[config.mk]
export PLATFORM = sky130hd
export DESIGN_NAME = exc_prio_ctrl
export DESIGN_NICKNAME = d
export VERILOG_FILES = /design/src/rtl/exc_pkg.sv /design/src/rtl/exc_prio_regs.sv /design/src/rtl/exc_src_cell.sv /design/src/rtl/exc_min_sel.sv /design/src/rtl/exc_prio_ctrl.sv
export SDC_FILE = /design/constraint.sdc
export NUM_CORES = 1
export LEC_CHECK = 0
export ABC_AREA = 0
export BUFFER_PORTS_ARGS = -buffer_cell sky130_fd_sc_hd__clkbuf_2
export CORE_ASPECT_RATIO = 1.4
export CORE_MARGIN = 2
export CORE_UTILIZATION = 26
export CTS_CLUSTER_DIAMETER = 60
export DETAILED_ROUTE_END_ITERATION = 8
export PLACE_DENSITY = 0.43
export SYNTH_ARGS = -nofsm -noshare
export SYNTH_HDL_FRONTEND = slang
export SYNTH_SLANG_ARGS = --single-unit
export TNS_END_PERCENT = 5
[constraint.sdc]
create_clock -name clk -period 46.2 [get_ports clk]
set_clock_uncertainty 0.1 [all_clocks]
set_input_delay 9.24 -clock clk [delete_from_list [all_inputs] [get_ports clk]]
set_output_delay 9.24 -clock clk [all_outputs]
set_load 0.05 [all_outputs]
[src/rtl/exc_pkg.sv]
package exc_pkg;
  localparam int PRIO_W = 8;
  localparam int LVL_W  = 10;
  typedef logic signed [LVL_W-1:0] eprio_t;
  localparam eprio_t IDLE_LVL = eprio_t'(256);

  // programmable register value -> signed level
  function automatic eprio_t prog_level(input logic [PRIO_W-1:0] p);
    return eprio_t'({2'b00, p});
  endfunction

  // fixed system exception i of nf -> negative level (-nf .. -1)
  function automatic eprio_t fixed_level(input int i, input int nf);
    return eprio_t'(i - nf);
  endfunction

  // base mask register -> level, zero means no masking
  function automatic eprio_t mask_level(input logic [PRIO_W-1:0] m);
    return (m == '0) ? IDLE_LVL : prog_level(m);
  endfunction

  function automatic eprio_t lvl_min(input eprio_t a, input eprio_t b);
    return (a < b) ? a : b;
  endfunction
endpackage

[src/rtl/exc_prio_regs.sv]
module exc_prio_regs
  import exc_pkg::*;
#(
  parameter int NUM_EXC   = 16,
  parameter int NUM_FIXED = 2,
  localparam int IDX_W    = $clog2(NUM_EXC)
) (
  input  logic              clk,
  input  logic              rst_n,
  input  logic              wr_en,
  input  logic [IDX_W-1:0]  wr_idx,
  input  logic [PRIO_W-1:0] wr_prio,
  output eprio_t            lvl [NUM_EXC]
);
  for (genvar i = 0; i < NUM_EXC; i++) begin : g_src
    if (i < NUM_FIXED) begin : g_fixed
      assign lvl[i] = fixed_level(i, NUM_FIXED);
    end else begin : g_prog
      logic [PRIO_W-1:0] prio_q;
      always_ff @(posedge clk) begin
        if (!rst_n)                               prio_q <= '0;
        else if (wr_en && wr_idx == IDX_W'(i))    prio_q <= wr_prio;
      end
      assign lvl[i] = prog_level(prio_q);
    end
  end
endmodule

[src/rtl/exc_src_cell.sv]
module exc_src_cell (
  input  logic clk,
  input  logic rst_n,
  input  logic req,
  input  logic level,
  input  logic entry_hit,
  input  logic done_hit,
  output logic pend,
  output logic act
);
  logic req_q;
  logic edge_set;
  logic lvl_set;

  assign edge_set = !level && req && !req_q;
  assign lvl_set  = level && req && !act;

  always_ff @(posedge clk) begin
    if (!rst_n) begin
      req_q <= 1'b0;
      pend  <= 1'b0;
      act   <= 1'b0;
    end else begin
      req_q <= req;
      pend  <= (pend & ~entry_hit) | edge_set | (lvl_set & ~entry_hit);
      act   <= (act | entry_hit) & ~done_hit;
    end
  end
endmodule

[src/rtl/exc_min_sel.sv]
module exc_min_sel
  import exc_pkg::*;
#(
  parameter int NUM_EXC = 16,
  localparam int IDX_W  = $clog2(NUM_EXC)
) (
  input  logic [NUM_EXC-1:0] valid,
  input  eprio_t             lvl [NUM_EXC],
  output logic               any,
  output logic [IDX_W-1:0]   best_idx,
  output eprio_t             best_lvl
);
  always_comb begin
    any      = 1'b0;
    best_idx = '0;
    best_lvl = IDLE_LVL;
    for (int i = 0; i < NUM_EXC; i++) begin
      // strict compare keeps the lowest number on ties
      if (valid[i] && (!any || lvl[i] < best_lvl)) begin
        any      = 1'b1;
        best_idx = IDX_W'(i);
        best_lvl = lvl[i];
      end
    end
  end
endmodule

[src/rtl/exc_prio_ctrl.sv]
module exc_prio_ctrl
  import exc_pkg::*;
#(
  parameter int NUM_EXC   = 16,
  parameter int NUM_FIXED = 2,
  localparam int IDX_W    = $clog2(NUM_EXC)
) (
  input  logic               clk,
  input  logic               rst_n,
  input  logic [NUM_EXC-1:0] irq_req_i,
  input  logic [NUM_EXC-1:0] irq_level_i,
  input  logic [7:0]         base_mask_i,
  input  logic               wr_en_i,
  input  logic [IDX_W-1:0]   wr_idx_i,
  input  logic [7:0]         wr_prio_i,
  input  logic               entry_i,
  input  logic [IDX_W-1:0]   entry_num_i,
  input  logic               done_i,
  input  logic [IDX_W-1:0]   done_num_i,
  output logic               take_o,
  output logic [IDX_W-1:0]   take_num_o,
  output logic [9:0]         exec_prio_o,
  output logic [NUM_EXC-1:0] pend_o,
  output logic [NUM_EXC-1:0] act_o,
  output logic               err_o
);
  eprio_t             lvl [NUM_EXC];
  logic [NUM_EXC-1:0] entry_hit;
  logic [NUM_EXC-1:0] done_hit;
  logic               pend_any;
  logic               act_any;
  logic [IDX_W-1:0]   act_idx;
  eprio_t             win_lvl;
  eprio_t             act_lvl;
  eprio_t             exec_lvl;
  logic               done_ok;
  logic               err_q;

  exc_prio_regs #(.NUM_EXC(NUM_EXC), .NUM_FIXED(NUM_FIXED)) u_regs (
    .clk(clk), .rst_n(rst_n), .wr_en(wr_en_i), .wr_idx(wr_idx_i),
    .wr_prio(wr_prio_i), .lvl(lvl)
  );

  for (genvar i = 0; i < NUM_EXC; i++) begin : g_cell
    assign entry_hit[i] = entry_i && entry_num_i == IDX_W'(i);
    assign done_hit[i]  = done_i && done_num_i == IDX_W'(i);
    exc_src_cell u_cell (
      .clk(clk), .rst_n(rst_n), .req(irq_req_i[i]), .level(irq_level_i[i]),
      .entry_hit(entry_hit[i]), .done_hit(done_hit[i]),
      .pend(pend_o[i]), .act(act_o[i])
    );
  end

  exc_min_sel #(.NUM_EXC(NUM_EXC)) u_pend_sel (
    .valid(pend_o), .lvl(lvl), .any(pend_any), .best_idx(take_num_o),
    .best_lvl(win_lvl)
  );

  exc_min_sel #(.NUM_EXC(NUM_EXC)) u_act_sel (
    .valid(act_o), .lvl(lvl), .any(act_any), .best_idx(act_idx),
    .best_lvl(act_lvl)
  );

  assign exec_lvl    = lvl_min(act_any ? act_lvl : IDLE_LVL, mask_level(base_mask_i));
  assign exec_prio_o = exec_lvl;
  assign take_o      = pend_any && (win_lvl < exec_lvl);

  assign done_ok = |(done_hit & act_o);
  always_ff @(posedge clk) begin
    if (!rst_n) err_q <= 1'b0;
    else        err_q <= done_i && !done_ok;
  end
  assign err_o = err_q;

  logic unused_ok;
  assign unused_ok = ^act_idx;
endmodule

# Word level (Yosys, flattened, before mapping)
# Cells that the tools add are included.
# classes
magnitude_cmp,32
eq_ne,44
n_mux,82
n_bitwise,129
reduce_logical,255
# ops
op,n
$mux 10,34
$lt 9x10->1,28
$logic_and 1x1->1,142
$eq 4x4->1 const B,24
$logic_not 1->1,79
$and 1x1->1,48
$eq 4x3->1 const B,12
$or 1x1->1,48
$mux 1,33
$mux 4,8
$not 1->1,32
$logic_or 1x1->1,30
$eq 4x2->1 const B,6
$lt 1x10->1 const A,2
$lt 10x10->1,2
$and 16x16->16,1
$reduce_or 16->1,1
$mux 3,4
$mux 9,1
$eq 4x1->1 const B,2
$logic_not 4->1,2
$logic_not 8->1,1
$mux 2,2
# word_totals
ff_bits,161
in_bits,65
out_inout_bits,48
word_cells,605

# Logic depth before layout (Yosys ltp)
# Gate-level depths: netlist of run 1.
# logic_depth
ltp_word,66
mapped_depth,156

# By module
# Synthesis of run 1 repeated with hierarchy kept, for this count alone.
# hier_totals
cells_unflattened,2575
hier_area_um2,20108.0
# modules_own_cells
mod,n_inst,cells_per_inst,area_each_um2,seq_area_each_um2
exc_min_sel at u_pend_sel,1,901,6496.2,0.0
exc_min_sel at u_act_sel,1,880,6471.2,0.0
exc_prio_regs,1,440,4430.5,2242.2
exc_src_cell,16,11,102.6,60.1
exc_prio_ctrl,1,178,1068.5,20.0

# Worst setup path after synthesis of run 1
# No wires, ideal clock.
# synth_path
path_kind,register to output
startpoint,register g_cell[0].u_cell.act
endpoint,output port take_o
t_arrival_ps,27494
required_ps,36860
setup_slack_ps,9366
stages_incl_launch_ff,147
n_path_buf,13
path_cell_list,dfxtp_1 -> nor2_2 -> inv_2 -> clkbuf_1 -> a21oi_1 -> ha_1 -> nand2_1 -> or3_1 -> o221ai_1 -> a21o_1 -> clkbuf_1 -> mux2i_1 -> inv_1 -> ha_1 -> and4bb_2 -> a221oi_1 -> a21o_1 -> nor2b_1 -> [... 111 more ...] -> a21oi_1 -> nor2b_1 -> a2111oi_0 -> o21ai_0 -> ha_1 -> clkbuf_1 -> clkbuf_1 -> mux2i_1 -> ha_1 -> a21oi_1 -> nor2b_1 -> o21ai_0 -> nand2b_1 -> a21oi_1 -> nor2b_1 -> o21ai_0 -> nand4_1 -> o2bb2ai_1
# synth_via
elab_chain_cells,66
# synth_lines
element,line_no,source
"start, declared",exc_src_cell.sv:9,output logic act
"start signal, assigned",exc_src_cell.sv:26,act <= (act | entry_hit) & ~done_hit;
$mux 10 / $mux 1 (equally long branches),exc_min_sel.sv:19,if (valid[i] && (!any || lvl[i] < best_lvl)) begin
$lt 1x10->1 / $logic_not 1->1 (equally long branches),exc_min_sel.sv:19,
$logic_or 1x1->1,exc_min_sel.sv:19,
$logic_and 1x1->1,exc_min_sel.sv:19,
$mux 10 / $mux 1 (equally long branches),exc_min_sel.sv:19,
$lt 9x10->1 / $logic_not 1->1 (equally long branches),exc_min_sel.sv:19,
$logic_or 1x1->1,exc_min_sel.sv:19,
$logic_and 1x1->1,exc_min_sel.sv:19,
[... 50 more ...],-,
$logic_or 1x1->1,exc_min_sel.sv:19,
$logic_and 1x1->1,exc_min_sel.sv:19,
$mux 10 / $mux 1 (equally long branches),exc_min_sel.sv:19,
$mux 10 (*),exc_prio_ctrl.sv:64,"assign exec_lvl = lvl_min(act_any ? act_lvl : IDLE_LVL, mask_level(base_mask_i));"
$lt 10x10->1,exc_pkg.sv:23,return (a < b) ? a : b;
$mux 10 (*),exc_pkg.sv:23,
$lt 10x10->1 (*),exc_prio_ctrl.sv:66,assign take_o = pend_any && (win_lvl < exec_lvl);
$logic_and 1x1->1 (*),exc_prio_ctrl.sv:66,
"end, declared",exc_prio_ctrl.sv:20,"output logic take_o,"
# Every way passes the cells marked *; elsewhere a longest branch is shown, timed or not.

# Final worst setup path of run 1
# layout_path
startpoint,register g_cell[2].u_cell.act
endpoint,output port take_o
# layout_via
elab_chain_cells,59
# layout_lines
element,line_no
"start, declared",exc_src_cell.sv:9
"start signal, assigned",exc_src_cell.sv:26
$logic_and 1x1->1 (*),exc_min_sel.sv:19
$mux 10 / $mux 1 (equally long branches),exc_min_sel.sv:19
$lt 9x10->1 / $logic_not 1->1 (equally long branches),exc_min_sel.sv:19
$logic_or 1x1->1,exc_min_sel.sv:19
$logic_and 1x1->1,exc_min_sel.sv:19
$mux 10 / $mux 1 (equally long branches),exc_min_sel.sv:19
$lt 9x10->1 / $logic_not 1->1 (equally long branches),exc_min_sel.sv:19
$logic_or 1x1->1,exc_min_sel.sv:19
[... 43 more ...],-
$logic_or 1x1->1,exc_min_sel.sv:19
$logic_and 1x1->1,exc_min_sel.sv:19
$mux 10 / $mux 1 (equally long branches),exc_min_sel.sv:19
$mux 10 (*),exc_prio_ctrl.sv:64
$lt 10x10->1,exc_pkg.sv:23
$mux 10 (*),exc_pkg.sv:23
$lt 10x10->1 (*),exc_prio_ctrl.sv:66
$logic_and 1x1->1 (*),exc_prio_ctrl.sv:66
# Marks and branches as above.

==> results of run 1 <==
worst min-delay path: cells and delay by family, from the launching register on:
family / cells / cell delay [ns]
DFF: 1 / 0.34
muxes: 1 / 0.13
and+or+nand+nor: 1 / 0.05
power by group through the flow:
stage               clock network, uW  logic, uW  registers [uW]
floorplan                           0        169             149
global placement                    0        236             153
detailed placement                  0        236             153
CTS                               148        238             149
global route                      152        261             150
finish                            143        238             149
metrics by stage:
stage / std cells / cell area (sq um) / power [uW] / utilization / setup WS (ns)
finish: 2926 / 18100 / 531 / 0.289 / 2.73
global route: 2926 / 18100 / 563 / 0.289 / 0.0392
CTS: 2925 / 18100 / 535 / 0.288 / 1.48
detailed placement: 2893 / 17600 / 389 / 0.279 / 2.09
global placement: 2893 / 17600 / 389 / 0.279 / 2.16
floorplan: 2057 / 16500 / 318 / - / 9.37
metal layers:
metal  share of wire  wire, um  vias up
met5               0         0        -
met3           0.035      2380      112
met1            0.40     27200     7698
met4           0.043      2870        0
li1                -         -     7700
met2            0.52     34900      379
cell families (layout without fill, tap and decap cells):
| logic type | Yosys count | in the layout | synth area share |
|---|---|---|---|
| AND/OR/NAND/NOR | 717 | 717 | 0.231 |
| AO/OA/AOI/OAI | 615 | 615 | 0.261 |
| buffers and inverters | 193 | 230 | 0.0536 |
| adder cells (fa/ha/maj) | 200 | 200 | 0.152 |
| flip-flops | 161 | 161 | 0.196 |
| multiplexers | 171 | 171 | 0.107 |
state kept, by name (all words and copies together), names as in the netlist:
signal	cells
g_cell.u_cell.req_q	16
g_cell.u_cell.act	16
g_cell.u_cell.pend	16
err_o	1
u_regs.g_src.g_prog.prio_q	112
cell usage in the layout (no fill, tap or decap), drive strengths merged, types with 6 or more instances in the layout:
cell type and n:
inv 79, o221a 14, o21a 23, dfxtp 161, nand2b 21, a31oi 38
a221oi 10, mux2i 156, ha 200, a21o 52, nor3 28, o221ai 15
a22oi 25, nand2 167, and2 59, o31ai 12, o21ai 139, clkbuf 132
o21bai 6, a211oi 35, o2111ai 7, nand3 39, o211ai 40, nor3b 11
a21oi 115, a21bo 9, or3 14, buf 13, nor2b 151, nor2 125
a311oi 8, a31o 9, o22ai 20, nand4 29, mux2 15, a2111oi 6
and3 29, or2 10, nor4 16
cell type report:
type	instances	area [sq um]	area share
multi-input combinational	1703	12400	0.683
sequential	161	3220	0.178
tap	832	1040	0.0574
timing repair buffer	124	653	0.0360
clock buffer	21	460	0.0254
inverter	74	278	0.0153
clock inverter	11	93.8	0.00517
what timing repair did:
action,4_1_cts,5_1_grt
resized for setup,0,3
setup endpoints to repair,0,1
buffers inserted,0,0
worst max-delay path by stage:
stage                                     from  cells past startpoint  slack, ns  endpoint
final                     g_cell[2].u_cell.act                    135       2.73    take_o
after global routing      g_cell[2].u_cell.act                    135       0.04    take_o
after CTS                 g_cell[2].u_cell.act                    132       1.48    take_o
after detailed placement  g_cell[2].u_cell.act                    132       2.09    take_o
after global placement    g_cell[2].u_cell.act                    133       2.16    take_o
after floorplan           g_cell[0].u_cell.act                    146       9.37    take_o
==> results.py, run 1 <==
metrics = {
    "clock_network": {
        "cts_max_path_buffers": 2,
        "clkTransAtPathRegs_ns": 0.07,
        "postCtsHoldBufs": 0,
        "clock-root-buffer": "clkbuf_16",
        "htree_levels": 4,
        "cts_made_buffers": 17,
        "clkLatencyLatePin_ns": 0.50,
        "clock_sinks": 161,
        "cts_tree": "done",
    },
    "yosys": {
        "yosys-top-cells-count": "ha_1 (200), nand2_1 (167), dfxtp_1 (161)",
        "syn-cell-area_sq_um": 16500,
        "synth_ff_type": "dfxtp_1",
        "synthTopCellsByArea": "dfxtp_1 (20%), ha_1 (15%), mux2i_1 (9.5%), nor2b_1 (5.7%), nand2_1 (3.8%)",
        "syn_area_per_cell_sq_um": 8.00,
        "ys_seq_elements": 161,
        "syn_nets": 2322,
        "synth_top_cell_by_area": "dfxtp_1",
        "synth_edf_count": 0,
        "yosys_warnings": 0,
        "synth.most_common_cell": "ha_1",
        "async_flop_share": 0,
        "synth.distinct_cells": 101,
        "synth_top_area_share": 0.196,
        "postSynthCellCount": 2057,
        "ys_seq_area_frac": 0.196,
    },
    "floorplan": {
        "die_height_um": 302,
        "num_io_pins": 113,
        "rows": 109,
        "start_util": 0.262,
        "die_w_um": 217,
        "core_area_sq_um": 62900,
        "die_area_sq_um": 65400,
    },
    "timing": {
        "slew_viol_final": 0,
        "slew_headroom": 0.176,
        "rsz0062_at_grt": "false",
        "post-route-min-period_ns": 43.47,
        "holdWs_ns": 0.462,
        "fin_crit_sh": 0.941,
        "final.setup.tns_ns": 0,
        "finalSetupViolations": 0,
        "hold_viol": 0,
        "fmax_ghz": 0.0230,
        "worst_pin_slew_ns": 1.23,
    },
    "setup_path": {
        "r2r_slack_ns": 44.56,
        "critPathLaunchType": "flip-flop",
        "end_kind": "primary output",
        "crit_top_cell": "a21o_1",
        "r2r_cells": 6,
        "critPathMaxFanout": 21,
        "crit_arrival_ns": 34.13,
        "worstReg2RegStart": "g_cell[11].u_cell.act",
        "r2r_end": "err_o",
        "crit_family": "compound AO/OA/AOI/OAI gates",
        "cp.required_ns": 36.86,
        "crit_type": "flip-flop to primary output",
        "cp_slowest_cell": "dfxtp_1",
        "max_stage_delay_ns": 0.83,
        "worst-path-buf-inv": 6,
    },
    "detailed_routing": {
        "wirelength_um": 67400,
        "drc_errors": 0,
        "dr.pass1.iters": 6,
        "vias": 15900,
        "drt_iter0_markers": 1107,
        "wl_per_cell_um": 23.0,
        "vias_per_cell": 5.43,
        "drtAntennaViolNets": 0,
    },
    "grt": {
        "grt_use_met2": 0.376,
        "grt-busiest-layer": "met2",
        "grt_usage": 0.204,
        "met1_usage": 0.232,
        "grt_max_degree": 93,
        "grt_first_pass_wirelength_um": 99100,
        "grt_pass1_vias": 15500,
        "antenna_found_initial": 3,
        "overflow": 0,
        "grtUsageMet3": 0.0271,
    },
    "placed_design": {
        "dp_hpwl_um": 53300,
        "portBuffers": 112,
        "gp_congestion": 0.931,
    },
    "finish": {
        "fin_nets": 2346,
        "n_fill_cell": 6735,
        "antenna_cells": 0,
        "area_delta_synth_final_pct": 10.2,
        "drive_above_1_share": 0.123,
    },
    "min_path": {
        "holdPathEnd": "u_regs.g_src[15].g_prog.prio_q[0]",
        "hold_path_startpoint": "u_regs.g_src[15].g_prog.prio_q[0]",
        "hp-class": "flip-flop to flip-flop",
        "hold_path_depth": 2,
    },
    "power": {
        "leakage_uw": 0.00778,
        "clock_power_share": 0.270,
        "switching_share": 0.435,
        "p_comb_frac": 0.449,
        "powerDensity_nw_per_um2": 29.3,
        "seqPwrFrac": 0.281,
        "p_int_uw": 300,
        "max-vdd-ir-drop_mv": 0.0247,
        "p_sw_uw": 231,
    },
    "run": {
        "maxCapViolCount": 0,
    },
    "status": {
        "run_status": "complete, no violations",
    },
}
(Power assumes the default switching activity.)
==> run 2: changes to the inputs <==
- CORE_ASPECT_RATIO: 1.4 -> default
==> run 2 against run 1 <==
Worst setup slack worse by 0.19 ns. Clock-buffer cell count down 3. Clock power up 5%. Combinational power about the same. Die area about the same. Maximum frequency down 0.43%. Critical path depth up 2. Sequential share of layout area down 0.11 points. Global-route usage down 0.24 points. Non-clock buffer count up 3. Utilization up 0.19 points. Wire length about the same.
==> results.py, run 2 (synthesis gave the netlist of run 1 again) <==
metrics = {
    "status": {
        "run_status": "complete, no violations",
    },
    "setup_path": {
        "max_stage_delay_ns": 0.64,
        "r2r_slack_ns": 44.41,
        "critPathMaxFanout": 25,
        "crit_family": "compound AO/OA/AOI/OAI gates",
        "critPathLaunchType": "flip-flop",
        "cp.required_ns": 36.86,
        "r2r_cells": 6,
        "r2r_end": "err_o",
        "worst-path-buf-inv": 7,
        "end_kind": "primary output",
        "crit_top_cell": "a21o_1",
        "crit_arrival_ns": 34.32,
        "worstReg2RegStart": "g_cell[11].u_cell.act",
        "crit_type": "flip-flop to primary output",
        "cp_slowest_cell": "a221oi_1",
    },
    "timing": {
        "slew_viol_final": 0,
        "final.setup.tns_ns": 0,
        "worst_pin_slew_ns": 1.21,
        "holdWs_ns": 0.471,
        "hold_viol": 0,
        "finalSetupViolations": 0,
        "slew_headroom": 0.193,
        "rsz0062_at_grt": "false",
        "fmax_ghz": 0.0229,
        "post-route-min-period_ns": 43.66,
        "fin_crit_sh": 0.945,
    },
    "clock_network": {
        "clock_sinks": 161,
        "clkLatencyLatePin_ns": 0.50,
        "cts_setup_buffers": 0,
        "cts_made_buffers": 17,
        "postCtsHoldBufs": 0,
        "cts_max_path_buffers": 2,
        "cts_tree": "done",
        "clkTransAtPathRegs_ns": 0.08,
        "cts_resized": 0,
        "clock-root-buffer": "clkbuf_16",
        "htree_levels": 4,
    },
    "floorplan": {
        "die_height_um": 256,
        "die_area_sq_um": 65300,
        "die_w_um": 256,
        "start_util": 0.262,
        "rows": 92,
        "core_area_sq_um": 62900,
        "num_io_pins": 113,
    },
    "finish": {
        "final_core_util": 0.290,
        "fin_nets": 2349,
        "area_delta_synth_final_pct": 10.9,
        "final_common_cell": "ha_1",
        "drive_above_1_share": 0.126,
        "most-common-layout-cells": "ha_1 (199), nand2_1 (167), dfxtp_1 (161)",
        "antenna_cells": 0,
        "regMostFlops": "u_regs.g_src.g_prog.prio_q",
        "largest_reg_flops": 112,
    },
    "min_path": {
        "hold_path_depth": 2,
        "hp-class": "flip-flop to flip-flop",
        "hold_path_startpoint": "u_regs.g_src[2].g_prog.prio_q[7]",
        "holdPathEnd": "u_regs.g_src[2].g_prog.prio_q[7]",
    },
    "grt": {
        "antenna_found_initial": 1,
        "grt_usage": 0.202,
        "grt_max_degree": 86,
        "overflow": 0,
        "grt_first_pass_wirelength_um": 99700,
        "grt_pass1_vias": 15400,
    },
    "placed_design": {
        "gp_congestion": 0.991,
        "portBuffers": 112,
        "dp_hpwl_um": 52300,
    },
    "detailed_routing": {
        "dr.pass1.iters": 5,
        "drc_errors": 0,
        "vias_per_cell": 5.43,
        "drt_iter0_markers": 1095,
        "vias": 16000,
        "drtAntennaViolNets": 0,
        "wl_per_cell_um": 22.9,
        "wirelength_um": 67400,
    },
    "power": {
        "powerDensity_nw_per_um2": 29.5,
        "leakage_uw": 0.00781,
        "total_power_uw": 539,
        "max-vdd-ir-drop_mv": 0.0292,
    },
    "run": {
        "maxCapViolCount": 0,
    },
}
## run 2: power by group
part	internal, uW	total, uW	switching [uW]
Combinational	85.8	239	153
Clock	74.0	150	76.5
Sequential	142	149	7.15
## run 2: final cells by class
type	count	area [sq um]
Clock buffer	18	439
Clock inverter	14	168
Fill cell	6814	44600
Inverter	74	278
Multi-Input combinational cell	1703	12400
Sequential cell	161	3220
Tap cell	846	1060
Timing Repair Buffer	127	673
## run 2: worst max-delay path by stage
| stage | cells past startpoint | from | to | slack, ns |
|---|---|---|---|---|
| 2_1_floorplan | 146 | g_cell[0].u_cell.act | take_o | 9.37 |
| 3_3_place_gp | 135 | g_cell[0].u_cell.act | take_o | 1.43 |
| 3_5_place_dp | 135 | g_cell[0].u_cell.act | take_o | 1.69 |
| 4_1_cts | 135 | g_cell[0].u_cell.act | take_o | 1.05 |
| 5_1_grt | 138 | g_cell[0].u_cell.act | take_o | 0.09 |
| 6_report | 137 | g_cell[0].u_cell.act | take_o | 2.54 |
## run 2: metal layers
| layer | up-vias | global-route usage | wire (um) |
|---|---|---|---|
| li1 | 7702 | - | - |
| met1 | 7686 | 0.267 | 30700 |
| met2 | 482 | 0.323 | 30600 |
| met3 | 110 | 0.0417 | 4010 |
| met4 | 0 | 0.0729 | 2060 |
| met5 | - | 0 | 0 |
## run 2: worst reg2reg max path, cell delays in order, from the launching register on
cell	delay, ns
dfxtp_1	0.83
mux2_2	0.29
nand2_1	0.05
o21ai_0	0.06
nand2_1	0.07
o22ai_1	0.16
a211oi_1	0.12
## run 2: through the flow
stage / area [sq um] / setup WS, ns / cells
after detailed placement: 17600 / 1.69 / 2910
after global placement: 17600 / 1.43 / 2909
after floorplan: 16500 / 9.37 / 2057
after global routing: 18300 / 0.0878 / 2943
final: 18300 / 2.54 / 2943
after CTS: 18200 / 1.05 / 2942
